**src/rtl/pf_pkg.sv**
```systemverilog
package pf_pkg;
  localparam int unsigned LANE_W = 16;

  localparam logic [2:0] ORD_RGB = 3'd0;
  localparam logic [2:0] ORD_GBR = 3'd1;
  localparam logic [2:0] ORD_BRG = 3'd2;
  localparam logic [2:0] ORD_RBG = 3'd3;
  localparam logic [2:0] ORD_GRB = 3'd4;
  localparam logic [2:0] ORD_BGR = 3'd5;

  localparam logic [2:0] MAP_PASS = 3'd0;
  localparam logic [2:0] MAP_CYCY = 3'd1;
  localparam logic [2:0] MAP_YCYC = 3'd2;
  localparam logic [2:0] MAP_CY   = 3'd3;
  localparam logic [2:0] MAP_YC   = 3'd4;

  localparam logic [2:0] DEP_8  = 3'd0;
  localparam logic [2:0] DEP_10 = 3'd1;
  localparam logic [2:0] DEP_12 = 3'd2;
  localparam logic [2:0] DEP_16 = 3'd3;
endpackage

```
**src/rtl/pf_range_clamp.sv**
```systemverilog
module pf_range_clamp #(
  parameter int CW = 12
) (
  input  logic          en_i,
  input  logic [CW-1:0] lo_i,
  input  logic [CW-1:0] hi_i,
  input  logic [CW-1:0] d_i,
  output logic [CW-1:0] d_o
);
  always_comb begin
    d_o = d_i;
    if (en_i) begin
      if (d_i < lo_i)      d_o = lo_i;   // lower bound wins on inverted limits
      else if (d_i > hi_i) d_o = hi_i;
    end
  end
endmodule

```
**src/rtl/pf_front.sv**
```systemverilog
module pf_front #(
  parameter int CW = 12
) (
  input  logic [0:2][CW-1:0] c_i,
  input  logic               swap_i,
  input  logic               ycc_i,
  input  logic [2:0]         ord_i,
  input  logic [CW-1:0]      y_lo_i,
  input  logic [CW-1:0]      y_hi_i,
  input  logic [CW-1:0]      c_lo_i,
  input  logic [CW-1:0]      c_hi_i,
  output logic [0:2][CW-1:0] s_o
);
  import pf_pkg::*;

  logic [0:2][CW-1:0] sw;
  logic [0:2][CW-1:0] cl;

  assign sw = swap_i ? {c_i[2], c_i[1], c_i[0]} : c_i;

  for (genvar k = 0; k < 3; k++) begin : g_clamp
    localparam bit IS_LUMA = (k == 1);
    pf_range_clamp #(.CW(CW)) u_clamp (
      .en_i (ycc_i),
      .lo_i (IS_LUMA ? y_lo_i : c_lo_i),
      .hi_i (IS_LUMA ? y_hi_i : c_hi_i),
      .d_i  (sw[k]),
      .d_o  (cl[k])
    );
  end

  always_comb begin
    unique case (ord_i)
      ORD_GBR: s_o = {cl[1], cl[2], cl[0]};
      ORD_BRG: s_o = {cl[2], cl[0], cl[1]};
      ORD_RBG: s_o = {cl[0], cl[2], cl[1]};
      ORD_GRB: s_o = {cl[1], cl[0], cl[2]};
      ORD_BGR: s_o = {cl[2], cl[1], cl[0]};
      default: s_o = cl;
    endcase
  end
endmodule

```
**src/rtl/pf_yc_pack.sv**
```systemverilog
module pf_yc_pack #(
  parameter int CW = 12
) (
  input  logic [0:2][CW-1:0] s_i,
  input  logic               odd_i,
  input  logic [2:0]         map_i,
  output logic [0:2][CW-1:0] p_o
);
  import pf_pkg::*;

  logic [CW-1:0] y, c;
  assign y = s_i[1];
  assign c = odd_i ? s_i[2] : s_i[0];

  always_comb begin
    unique case (map_i)
      MAP_CYCY: p_o = {{CW{1'b0}}, c, y};
      MAP_YCYC: p_o = {{CW{1'b0}}, y, c};
      MAP_CY:   p_o = {c, y, {CW{1'b0}}};
      MAP_YC:   p_o = {y, c, {CW{1'b0}}};
      default:  p_o = s_i;
    endcase
  end
endmodule

```
**src/rtl/pf_depth_trunc.sv**
```systemverilog
module pf_depth_trunc #(
  parameter int CW = 12,
  parameter int LW = 16
) (
  input  logic [0:2][CW-1:0] d_i,
  input  logic [2:0]         dep_i,
  output logic [0:2][LW-1:0] d_o
);
  import pf_pkg::*;
  localparam int SH = LW - CW;

  for (genvar k = 0; k < 3; k++) begin : g_lane
    logic [LW-1:0] wide;
    assign wide = LW'(d_i[k]) << SH;   // MSB-align the component in the lane
    always_comb begin
      unique case (dep_i)
        DEP_10:  d_o[k] = LW'(wide[LW-1 -: 10]);
        DEP_12:  d_o[k] = LW'(wide[LW-1 -: 12]);
        DEP_16:  d_o[k] = wide;
        default: d_o[k] = LW'(wide[LW-1 -: 8]);
      endcase
    end
  end
endmodule

```
**src/rtl/pix_fmt_top.sv**
```systemverilog
module pix_fmt_top #(
  parameter int CW = 12
) (
  input  logic                          clk_i,
  input  logic                          rst_ni,
  input  logic                          vld_i,
  input  logic                          sol_i,
  input  logic                          hs_i,
  input  logic                          vs_i,
  input  logic [3*CW-1:0]               pix_i,
  input  logic                          is_ycc_i,
  input  logic                          rb_swap_i,
  input  logic [2:0]                    ord_i,
  input  logic [2:0]                    yc_map_i,
  input  logic [2:0]                    depth_i,
  input  logic [CW-1:0]                 y_lo_i,
  input  logic [CW-1:0]                 y_hi_i,
  input  logic [CW-1:0]                 c_lo_i,
  input  logic [CW-1:0]                 c_hi_i,
  output logic                          vld_o,
  output logic                          hs_o,
  output logic                          vs_o,
  output logic [3*pf_pkg::LANE_W-1:0]   pix_o
);
  import pf_pkg::*;
  localparam int LW = LANE_W;

  logic [0:2][CW-1:0] in_c, fr_s, s1_slot, pk_s;
  logic [0:2][LW-1:0] dp_s, s2_q;
  logic s1_vld, s1_hs, s1_vs, s1_odd;
  logic odd_q, cur_odd;

  assign in_c = pix_i;

  pf_front #(.CW(CW)) u_front (
    .c_i    (in_c),
    .swap_i (rb_swap_i),
    .ycc_i  (is_ycc_i),
    .ord_i  (ord_i),
    .y_lo_i (y_lo_i),
    .y_hi_i (y_hi_i),
    .c_lo_i (c_lo_i),
    .c_hi_i (c_hi_i),
    .s_o    (fr_s)
  );

  assign cur_odd = sol_i ? 1'b0 : odd_q;

  always_ff @(posedge clk_i or negedge rst_ni) begin
    if (!rst_ni) begin
      odd_q   <= 1'b0;
      s1_slot <= '0;
      s1_vld  <= 1'b0;
      s1_hs   <= 1'b0;
      s1_vs   <= 1'b0;
      s1_odd  <= 1'b0;
    end else begin
      if (vld_i) odd_q <= ~cur_odd;
      s1_slot <= fr_s;
      s1_vld  <= vld_i;
      s1_hs   <= hs_i;
      s1_vs   <= vs_i;
      s1_odd  <= cur_odd;
    end
  end

  pf_yc_pack #(.CW(CW)) u_pack (
    .s_i   (s1_slot),
    .odd_i (s1_odd),
    .map_i (yc_map_i),
    .p_o   (pk_s)
  );

  pf_depth_trunc #(.CW(CW), .LW(LW)) u_depth (
    .d_i   (pk_s),
    .dep_i (depth_i),
    .d_o   (dp_s)
  );

  always_ff @(posedge clk_i or negedge rst_ni) begin
    if (!rst_ni) begin
      s2_q  <= '0;
      vld_o <= 1'b0;
      hs_o  <= 1'b0;
      vs_o  <= 1'b0;
    end else begin
      s2_q  <= dp_s;
      vld_o <= s1_vld;
      hs_o  <= s1_hs;
      vs_o  <= s1_vs;
    end
  end

  assign pix_o = s2_q;

  p_vld_pipe_r1: assert property (@(posedge clk_i) disable iff (!rst_ni)
    s1_vld |=> vld_o);

  p_luma_limit_r3: assert property (@(posedge clk_i) disable iff (!rst_ni)
    (s1_vld && is_ycc_i && ord_i == ORD_RGB && y_lo_i <= y_hi_i)
      |-> (s1_slot[1] >= y_lo_i && s1_slot[1] <= y_hi_i));

  p_sol_even_r7: assert property (@(posedge clk_i) disable iff (!rst_ni)
    (vld_i && sol_i) |=> !s1_odd);

  p_phase_flip_r7: assert property (@(posedge clk_i) disable iff (!rst_ni)
    (s1_vld && vld_i && !sol_i) |=> (s1_odd != $past(s1_odd)));

  p_lane_empty_r6: assert property (@(posedge clk_i) disable iff (!rst_ni)
    (vld_o && (yc_map_i == MAP_CY || yc_map_i == MAP_YC)) |-> (s2_q[2] == '0));

  p_depth8_hi_zero_r8: assert property (@(posedge clk_i) disable iff (!rst_ni)
    (vld_o && (depth_i == DEP_8 || depth_i > DEP_16))
      |-> (s2_q[0][LW-1:8] == '0 && s2_q[1][LW-1:8] == '0 && s2_q[2][LW-1:8] == '0));
endmodule

```
**config.mk**
```make
export PLATFORM = sky130hd
export DESIGN_NAME = pix_fmt_top
export DESIGN_NICKNAME = d
export VERILOG_FILES = /design/src/rtl/pf_pkg.sv /design/src/rtl/pf_range_clamp.sv /design/src/rtl/pf_front.sv /design/src/rtl/pf_yc_pack.sv /design/src/rtl/pf_depth_trunc.sv /design/src/rtl/pix_fmt_top.sv
export SDC_FILE = /design/constraint.sdc
export NUM_CORES = 1
export LEC_CHECK = 0
export ABC_AREA = 1
export CORE_ASPECT_RATIO = 0.9
export CORE_MARGIN = 4
export CORE_UTILIZATION = 60
export DETAILED_ROUTE_END_ITERATION = 8
export HOLD_SLACK_MARGIN = 0.06
export PLACE_DENSITY = 0.88
export REMOVE_ABC_BUFFERS = 1
export SLEW_MARGIN = 30
export SYNTH_ARGS = -nofsm -noshare
export SYNTH_HDL_FRONTEND = slang
export SYNTH_HIERARCHICAL = 1
export SYNTH_SLANG_ARGS = --single-unit
```
**constraint.sdc**
```tcl
create_clock -name clk_i -period 2.8 [get_ports clk_i]
set_input_delay 0.84 -clock clk_i [delete_from_list [all_inputs] [get_ports clk_i]]
set_output_delay 0.84 -clock clk_i [all_outputs]
set_load 0.005 [all_outputs]
```
==> summary.md, run 1 <==
| Metric | Value |
|---|---|
| Synth Instances | `between 1,000 and 1,500` |
| Io pins | `152` |
| Synth Cell Area | `9328 sq um` |
| Seq cells post-synth | `92` |
| H-tree lvl count | `3` |
| Synth top area share | `about 25%` |
| Unique masters post-synth | `33` |
| Clk sinks | `92` |
| Overflow after GRT | `117` |
| Status | `aborted with a tool error` |
| GR Util All Layers | `72.77%` |
| Kind of the worst endpoint | `register data pin` |
| Error | `[ERROR GRT-0232] Routing congestion too high. Check the congestion heatmap in the GUI.` |
| Chip width | `139.4 um` |
| CTS max path bufs | `2` |
| YS warnings | `6` |
| Placed cell count | `1,914` |
| Final HPWL DP | `~23,000 um` |
| Gpl congestion | `~0.94` |
| # rows | `42` |
| Placement Cell Area | `around 12,000 sq um` |
| Yosys top cell by area | `dfrtp_1` |
| Post-synthesis sequential area ratio | `24.68%` |
| Synth area leaders | `dfrtp_1 25%, nand2_1 22%, nand3_1 11%` |
| Fail Step | `5_1_grt` |
| CTS buffer count | `9` |
| Avg Inst Size Synth | `6.239 sq um` |
| Die Y | `approximately 130 um` |
| Largest net degree at the start of global routing | `56` |
| Number of port buffers | `151` |
| Worst endpoint after global-route timing repair | `s1_slot[27]$_DFF_PN0_/D` |
| CTS Root Cell | `clkbuf_16` |
| Starting Density | `62.28%` |
==> stage by stage <==
stage | setup TNS (ns) | util, % | setup slack (ns)
2_1_floorplan | 0 | - | 0.02197
3_3_place_gp | -32.25 | 78.09 | -0.9201
3_5_place_dp | -32.95 | 78.09 | -0.9572
4_1_cts | 0 | 83.65 | 0.004031
==> cells by family after synthesis <==
group	synth area share, %
buffers and inverters	15.14
adder cells (fa/ha/maj)	9.256
flip-flops	24.68
AO/OA/AOI/OAI	4.521
AND/OR/NAND/NOR	46.40
==> timing repair <==
item	4_1_cts
gates cloned	6
buffers inserted	14
hold buffers	0
setup endpoints to repair	36
resized for setup	90
pin swaps	25
==> synthesized netlist by cell type, drive strengths merged <==
master	n
a21o	3
a21oi	39
buf	69
clkbuf	5
dfrtp	92
dlygate4sd1	1
ha	69
inv	231
nand2	593
nand3	208
nand4	69
nor2	80
o21ai	36
==> routing by layer <==
| layer | GRT overflow | global-route usage [%] |
|---|---|---|
| met1 | 1 | 70.24 |
| met2 | 68 | 89.71 |
| met3 | 2 | 59.67 |
| met4 | 46 | 75.32 |
| met5 | 0 | 20.50 |
==> run 2, diff against run 1 <==
CORE_ASPECT_RATIO = not set   (was 0.9)
CORE_UTILIZATION = 40   (was 60)
HOLD_SLACK_MARGIN = not set   (was 0.06)
PLACE_DENSITY = not set   (was 0.88)
PLACE_DENSITY_LB_ADDON = 0.15   (was not set)
==> run 2 against run 1 <==
Against the previous run: the run now ends clean; synthesized cell count is the same; area after synthesis is the same.
==> summary.md, run 2 <==
| Metric | Value |
|---|---|
| Full die area | `25,830 sq um` |
| Flop pwr share | `31.4%` |
| Most common cell in the netlist | `nand2_1` |
| Register Area | `approximately 2300 sq um` |
| Tightest Pin Transition | `0.5946 ns` |
| Vias in the first global route | `just under 10,000` |
| YS warnings | `6 (unchanged)` |
| CP max-delay cell | `clkdlybuf4s50_1` |
| Io pins | `152 (unchanged)` |
| Final HPWL DP | `23,070 um (+0.97%)` |
| Most common cell after layout, fill and taps aside | `nand2_1` |
| Avg Inst Size Synth | `6.239 sq um (unchanged)` |
| Largest net degree at the start of global routing | `46` |
| PwrDens | `385.9 nW/um^2` |
| H-tree lvl count | `3 (unchanged)` |
| Max-cap violations | `0` |
| Crit path DAT | `roughly 3.0 ns` |
| Area grow syn2layout | `42.83%` |
| Post-synthesis sequential area ratio | `24.68% (unchanged)` |
| Synth Instances | `1,495 (unchanged)` |
| Pleak | `0.007305 uW` |
| Critical path's most frequent cell | `nand2_1` |
| Clock network fraction of total power | `between 20 and 25%` |
| Die Y | `160.7 um (+27%)` |
| Pre-Repair DR Iteration Count | `6` |
| Synth top area share | `24.68% (unchanged)` |
| Routed Antenna Nets | `0` |
| Tot Pwr | `5141 uW` |
| Switching Power | `1965 uW` |
| Post-layout nets | `1,937` |
| Ant. Diodes | `0` |
| Largest register FFs | `48` |
| RR Endpoint | `pix_o[20]$_DFF_PN0_` |
| Final Skew | `0.005343 ns` |
| Core area | `22,780 sq um` |
| CP endpoint kind | `flop` |
| Top post-synthesis cells by count | `551 x nand2_1, 215 x inv_1, 203 x nand3_1` |
| Worst vdd ir | `0.2694 mV` |
| Initial drt markers | `745` |
| Remaining DRCs | `0` |
| Status | `complete, no violations` |
| Routed wire length | `roughly 30,000 um` |
| Hold_buf cts | `0 (unchanged)` |
| CP Max Fanout | `6` |
| Synth area leaders | `dfrtp_1 25%, nand2_1 22%, nand3_1 11%` |
| GR Util All Layers | `22.14%` |
| Layout cell share with drive strength beyond 1 | `about a quarter` |
| Max stage delay on crit path | `~0.46 ns` |
| WL/cell | `approximately 15 um` |
| Post-synth EDFFs | `0 (unchanged)` |
| Share of flip-flops with an asynchronous set or reset | `100.0% (unchanged)` |
| Global-route wire length before repair | `48,030 um` |
| Synth Cell Area | `9328 sq um (unchanged)` |
| Initial antenna violation count | `0` |
| Final setup fails | `0` |
| Yosys top cell by area | `dfrtp_1` |
| Commonest non-fill, non-tap cells in the layout | `504 x nand2_1, 199 x inv_1, 187 x nand3_1, 150 x buf_4, 121 x clkdlybuf4s50_1` |
| Seq cells post-synth | `92 (unchanged)` |
| CTS max path bufs | `2 (unchanged)` |
| Cell area after layout | `13,320 sq um` |
| Overflow after GRT | `0` |
| CTS clk-pin slew, worst paths | `0.07 ns` |
| Reg2Reg Depth | `7` |
| Startpoint types | `input port` |
| Hold Vio Cnt, Final | `0` |
| CTS buffer count | `9 (unchanged)` |
| Top_reg_cell synth | `dfrtp_1` |
| CTS Root Cell | `clkbuf_16` |
| Fmax | `around 360 MHz` |
| CTS tree | `built` |
| Unique masters post-synth | `33 (unchanged)` |
| R2R Path Start | `s1_odd$_DFF_PN0_` |
| Required @ worst endpoint | `3.02 ns` |
| Reg2reg setup slack | `1.24 ns` |
| Min Tclk post-route | `2.749 ns` |
| Filler instances | `2,178` |
| Max-slew violation count | `0` |
| Delay-heaviest family, CP | `simple AND/OR/NAND/NOR gates` |
| Hold Path Class | `in -> async` |
| Starting Density | `40.95% (-21 points)` |
| Kind of critical path | `in -> reg` |
| Final worst path period share | `98.18%` |
| Critical-path cell list | `clkdlybuf4s50_1 > inv_1 > o21ai_2 > ha_1 > nand2_1 > inv_2 > nand2_1 > nand2_1 > nand2_2 > nand3_4 > buf_6 > nand3_1 > nand3_1 > nand2_1 > nand2_2 > nand2_1 > nand3_1` |
| Clock Latency Late Sink | `around 0.34 ns` |
| Sw Ratio | `38.23%` |
| Gate power share | `a little under half` |
| Area of the multi-input gates | `roughly 6300 sq um` |
| Via count | `10,479` |
| Relative slew margins | `60.32%` |
| # rows | `55 (+31%)` |
| Chip width | `160.7 um (+15%)` |
| Number of port buffers | `151 (unchanged)` |
| Clk sinks | `92 (unchanged)` |
| Worst path buffer plus inverter count | `4` |
| Vias per Instance | `~5.0` |
| Gpl congestion | `0.9384 (-0.37%)` |
| Placement Cell Area | `11,900 sq um (+1.8%)` |
| Internal | `3176 uW` |
-- run 2: power by group through the flow --
stage          sequential [uW]  combinational [uW]  clock (uW)
2_1_floorplan             1620                1130           0
3_3_place_gp              1640                2090           0
3_5_place_dp              1640                2120           0
4_1_cts                   1610                2220        1130
5_1_grt                   1630                2670        1190
6_report                  1610                2410        1120
-- run 2: worst max-delay path by stage --
stage                     startpoint  cells after the start                    end  slack [ns]
after floorplan             pix_i[9]                     12  s1_slot[23]$_DFF_PN0_        0.02
after global placement     rb_swap_i                     14  s1_slot[23]$_DFF_PN0_       -0.81
after detailed placement   rb_swap_i                     19   s1_slot[1]$_DFF_PN0_       -0.85
after CTS                   pix_i[6]                     16  s1_slot[22]$_DFF_PN0_       0.003
after global routing        pix_i[2]                     17  s1_slot[24]$_DFF_PN0_       -0.05
final                       pix_i[2]                     17  s1_slot[11]$_DFF_PN0_        0.05
-- run 2: cell families after synthesis --
group           count (synthesis)  synth area share, %
compound gates                 78                4.521
fa+ha+maj                      69                9.256
buf+inv                       306                15.14
flops                          92                24.68
simple gates                  950                46.40
-- run 2: layer usage --
metal / up-vias / share of wire, % / global-route usage [%]
li1: 5260 / - / -
met1: 4785 / 44 / 29.35
met2: 390 / 48 / 37.53
met3: 44 / 6.4 / 3.105
met4: 0 / 2.0 / 6.902
met5: - / 0 / 0
-- run 2: repair_timing --
item | CTS | global route
endpoints found under the setup margin | 36 | 36
setup buffers | 10 | 16
pin swaps | 30 | 78
resized for setup | 95 | 135
cloned | 4 | 5
-- run 2: final cells by class --
| type | instances | area share, % |
|---|---|---|
| clock buffers | 9 | 1.690 |
| flip-flops and latches | 92 | 17.28 |
| inverters | 231 | 6.546 |
| repair buffers | 334 | 24.21 |
| clock inverters | 7 | 0.3757 |
| well taps | 313 | 2.940 |
| multi-input cells | 1099 | 46.96 |
-- run 2: worst reg2reg max path, stage by stage, from the launching register on --
cell and delay [ns]:
dfrtp_1 0.39, inv_2 0.32, nand2_1 0.11, nand2_1 0.09, nand2_1 0.05, o21ai_1 0.26
nand4_1 0.15, nand4_1 0.13
-- run 2: per-stage QoR --
stage | setup WS (ns) | util, % | instances | TNS [ns] | hold slack [ns]
2_1_floorplan | 0.02197 | - | 1420 | 0 | 0.3312
3_3_place_gp | -0.8102 | 52.25 | 2034 | -27.11 | 0.3326
3_5_place_dp | -0.8487 | 52.25 | 2034 | -28.59 | 0.3395
4_1_cts | 0.003283 | 55.31 | 2064 | 0 | 0.3213
5_1_grt | -0.05043 | 58.49 | 2085 | -0.3239 | 0.3233
6_report | 0.05102 | 58.49 | 2085 | 0 | 0.3209
No activity file was read; power rests on OpenSTA's default activity.
==> run 3, diff against run 2 <==
clock period = 2.6 ns   (was 2.8 ns; I/O delays follow)
==> run 3 against run 2 <==
Against the previous run: the run now ends with setup timing left; global-route usage rose by 1.1 points; clock skew increased by 0.0021 ns; register-to-register slack lost 0.23 ns; design area increased by 6.8%; via count grew 2.2%; utilization up 4.0 points; sequential power increased by 8%; critical path type unchanged; critical endpoint is now s1_slot[8]$_DFF_PN0_; highest routed layer unchanged.
==> summary.md, run 3 (synthesis gave the netlist of run 2 again) <==
| Metric | Value |
|---|---|
| Status | `complete, but fails checks` |
| Violations in the final reports | `setup timing` |
| Initial drt markers | `774 (+3.9%)` |
| Io pins | `152 (unchanged)` |
| Core area | `22,780 sq um (unchanged)` |
| Number of port buffers | `151 (unchanged)` |
| CTS Root Cell | `clkbuf_16` |
| Hold Vio Cnt, Final | `0 (unchanged)` |
| Filler instances | `2,023 (-7.1%)` |
| Tightest Pin Transition | `0.5616 ns (-0.03297 ns)` |
| Relative slew margins | `62.52% (+2.2 points)` |
| Clock Latency Late Sink | `0.34 ns (about the same)` |
| GR Util All Layers | `23.24% (+1.1 points)` |
| Clk sinks | `92 (unchanged)` |
| Required @ worst endpoint | `2.87 ns (-0.15 ns)` |
| CTS clk-pin slew, worst paths | `0.06 ns (about the same)` |
| Ant. Diodes | `0 (unchanged)` |
| Largest net degree at the start of global routing | `46 (unchanged)` |
| Min Tclk post-route | `2.724 ns` |
| Placed cell count | `2,056 (+1.1%)` |
| Pleak | `0.007631 uW (+4.5%)` |
| Full die area | `25,830 sq um (unchanged)` |
| H-tree lvl count | `3 (unchanged)` |
| Chip width | `160.7 um (unchanged)` |
| Area grow syn2layout | `52.58%` |
| Hold Path Class | `in -> async` |
| CTS tree | `built` |
| Kind of critical path | `in -> reg` |
| Final HPWL DP | `23,310 um (+1.0%)` |
| Max-slew violation count | `0 (unchanged)` |
| Crit path DAT | `3.00 ns (+0.03 ns)` |
| Starting Density | `40.95% (unchanged)` |
| Largest register FFs | `48 (unchanged)` |
| Commonest non-fill, non-tap cells in the layout | `474 x nand2_1, 194 x inv_1, 166 x buf_4, 156 x nand3_1, 104 x nand2_2` |
| CTS buffer count | `9 (unchanged)` |
| Vias per Instance | `5.087 (+1.2%)` |
| Final Skew | `0.007478 ns (+0.002135 ns)` |
| Setup ws final | `-0.1244 ns (-0.1754 ns)` |
| WL/cell | `15.24 um (+4.6%)` |
| Via count | `10,714 (+2.2%)` |
| Fmax | `367.1 MHz` |
| Most common cell after layout, fill and taps aside | `nand2_1` |
| Routed Antenna Nets | `0 (unchanged)` |
| Worst vdd ir | `0.3816 mV (+42%)` |
| Routed wire length | `32,090 um (+5.6%)` |
| CP endpoint kind | `flop` |
| Initial antenna violation count | `0 (unchanged)` |
| Remaining DRCs | `0 (unchanged)` |
| Gpl congestion | `0.9570 (+2.0%)` |
| Final worst path period share | `104.8%` |
| Max-cap violations | `0 (unchanged)` |
| Hold WS | `0.2711 ns (-0.04975 ns)` |
| Pre-Repair DR Iteration Count | `7 (+1)` |
| Layout cell share with drive strength beyond 1 | `30.40% (+6.5 points)` |
| Startpoint types | `input port` |
| Die Y | `160.7 um (unchanged)` |
| CP Max Fanout | `8 (+2)` |
| Vias in the first global route | `10,148 (+3.4%)` |
| Overflow after GRT | `0 (unchanged)` |
| Post-layout nets | `1,958 (+1.1%)` |
| Non-Filler Instances | `2,106 (+1.0%)` |
| CTS max path bufs | `2 (unchanged)` |
| RSZ-0062 raised after global routing | `true` |
| Final setup fails | `36 (+36)` |
| PwrDens | `415.8 nW/um^2 (+7.8%)` |
| Global-route wire length before repair | `50,290 um (+4.7%)` |
| # rows | `55 (unchanged)` |
## run 3: cell count changes in the layout (fill, tap and decap cells not counted), moves of 10 or more
cell             delta
nand3_1            -31
nand3_2            +31
nand2_1            -30
nand2_2            +27
clkdlybuf4s50_1    -24
ha_1               -21
ha_4               +21
dlygate4sd2_1      +17
buf_4              +16
a21oi_1            -10
## run 3: final cells by class
cell class	instances	area, sq um	area share, %
Sequential cell	92	2302	16.18
Timing Repair Buffer	355	3411	23.96
Clock inverter	6	87.58	0.6154
Tap cell	313	391.6	2.752
Inverter	231	872.1	6.127
Multi-Input combinational cell	1099	6939	48.76
Clock buffer	10	229.0	1.609
## run 3: layer usage
layer / wire length, um / GRT usage (%)
met5: 0 / 0
met4: 1010 / 7.949
met3: 2213 / 3.054
met2: 15480 / 40.20
met1: 13390 / 29.95
## run 3: power breakdown
part | internal, uW | total, uW | switching, uW
clock network | 844 | 1370 | 525
registers | 1620 | 1740 | 117
logic | 1240 | 2810 | 1570
## run 3: path summary, 6_finish.rpt
kind                                  startpoint               endpoint  slack [ns]  cells after the start
worst min register to register   s1_hs$_DFF_PN0_         hs_o$_DFF_PN0_        0.35                      0
worst max register to register  s1_odd$_DFF_PN0_    pix_o[37]$_DFF_PN0_        1.01                      9
worst min-delay path                      rst_ni    pix_o[12]$_DFF_PN0_        0.27                      1
min in group clk_i               s1_hs$_DFF_PN0_         hs_o$_DFF_PN0_        0.35                      0
max in group asynchronous                 rst_ni  s1_slot[26]$_DFF_PN0_        1.62                      2
worst max-delay path                   rb_swap_i   s1_slot[8]$_DFF_PN0_       -0.12                     19
## run 3: what timing repair did
item | CTS | global route
endpoints found under the setup margin | 36 | 36
pin swaps | 84 | 90
hold buffers | 0 | 0
buffers inserted | 19 | 10
gates resized for setup | 216 | 174
cloned | 8 | 3
## run 3: metrics by stage
| stage | cell area [sq um] | util [%] | total power, uW | TNS [ns] | worst slack, ns |
|---|---|---|---|---|---|
| 3_3_place_gp | 12090 | 53.08 | 4049 | -33.49 | -0.9675 |
| 4_1_cts | 13350 | 58.59 | 5684 | -0.001487 | -0.001487 |
| 2_1_floorplan | 8787 | - | 2954 | -3.954 | -0.1180 |
| 6_report | 14230 | 62.48 | 5918 | -2.279 | -0.1244 |
| 3_5_place_dp | 12090 | 53.08 | 4080 | -34.35 | -1.006 |
| 5_1_grt | 14230 | 62.48 | 6293 | -5.017 | -0.1834 |
## run 3: critical path, stage by stage
cell and delay (ns):
buf_12 0.13, buf_12 0.15, buf_8 0.12, nand2_4 0.05, o21ai_4 0.07, buf_6 0.13, ha_4 0.26, buf_4 0.10
nand3_1 0.10, nor2_1 0.20, nand2_2 0.12, buf_6 0.17, nand3_2 0.07, nand2_1 0.07, inv_1 0.08, nand2_1 0.08
nand2_2 0.12, nand2_1 0.07, nand3_1 0.10
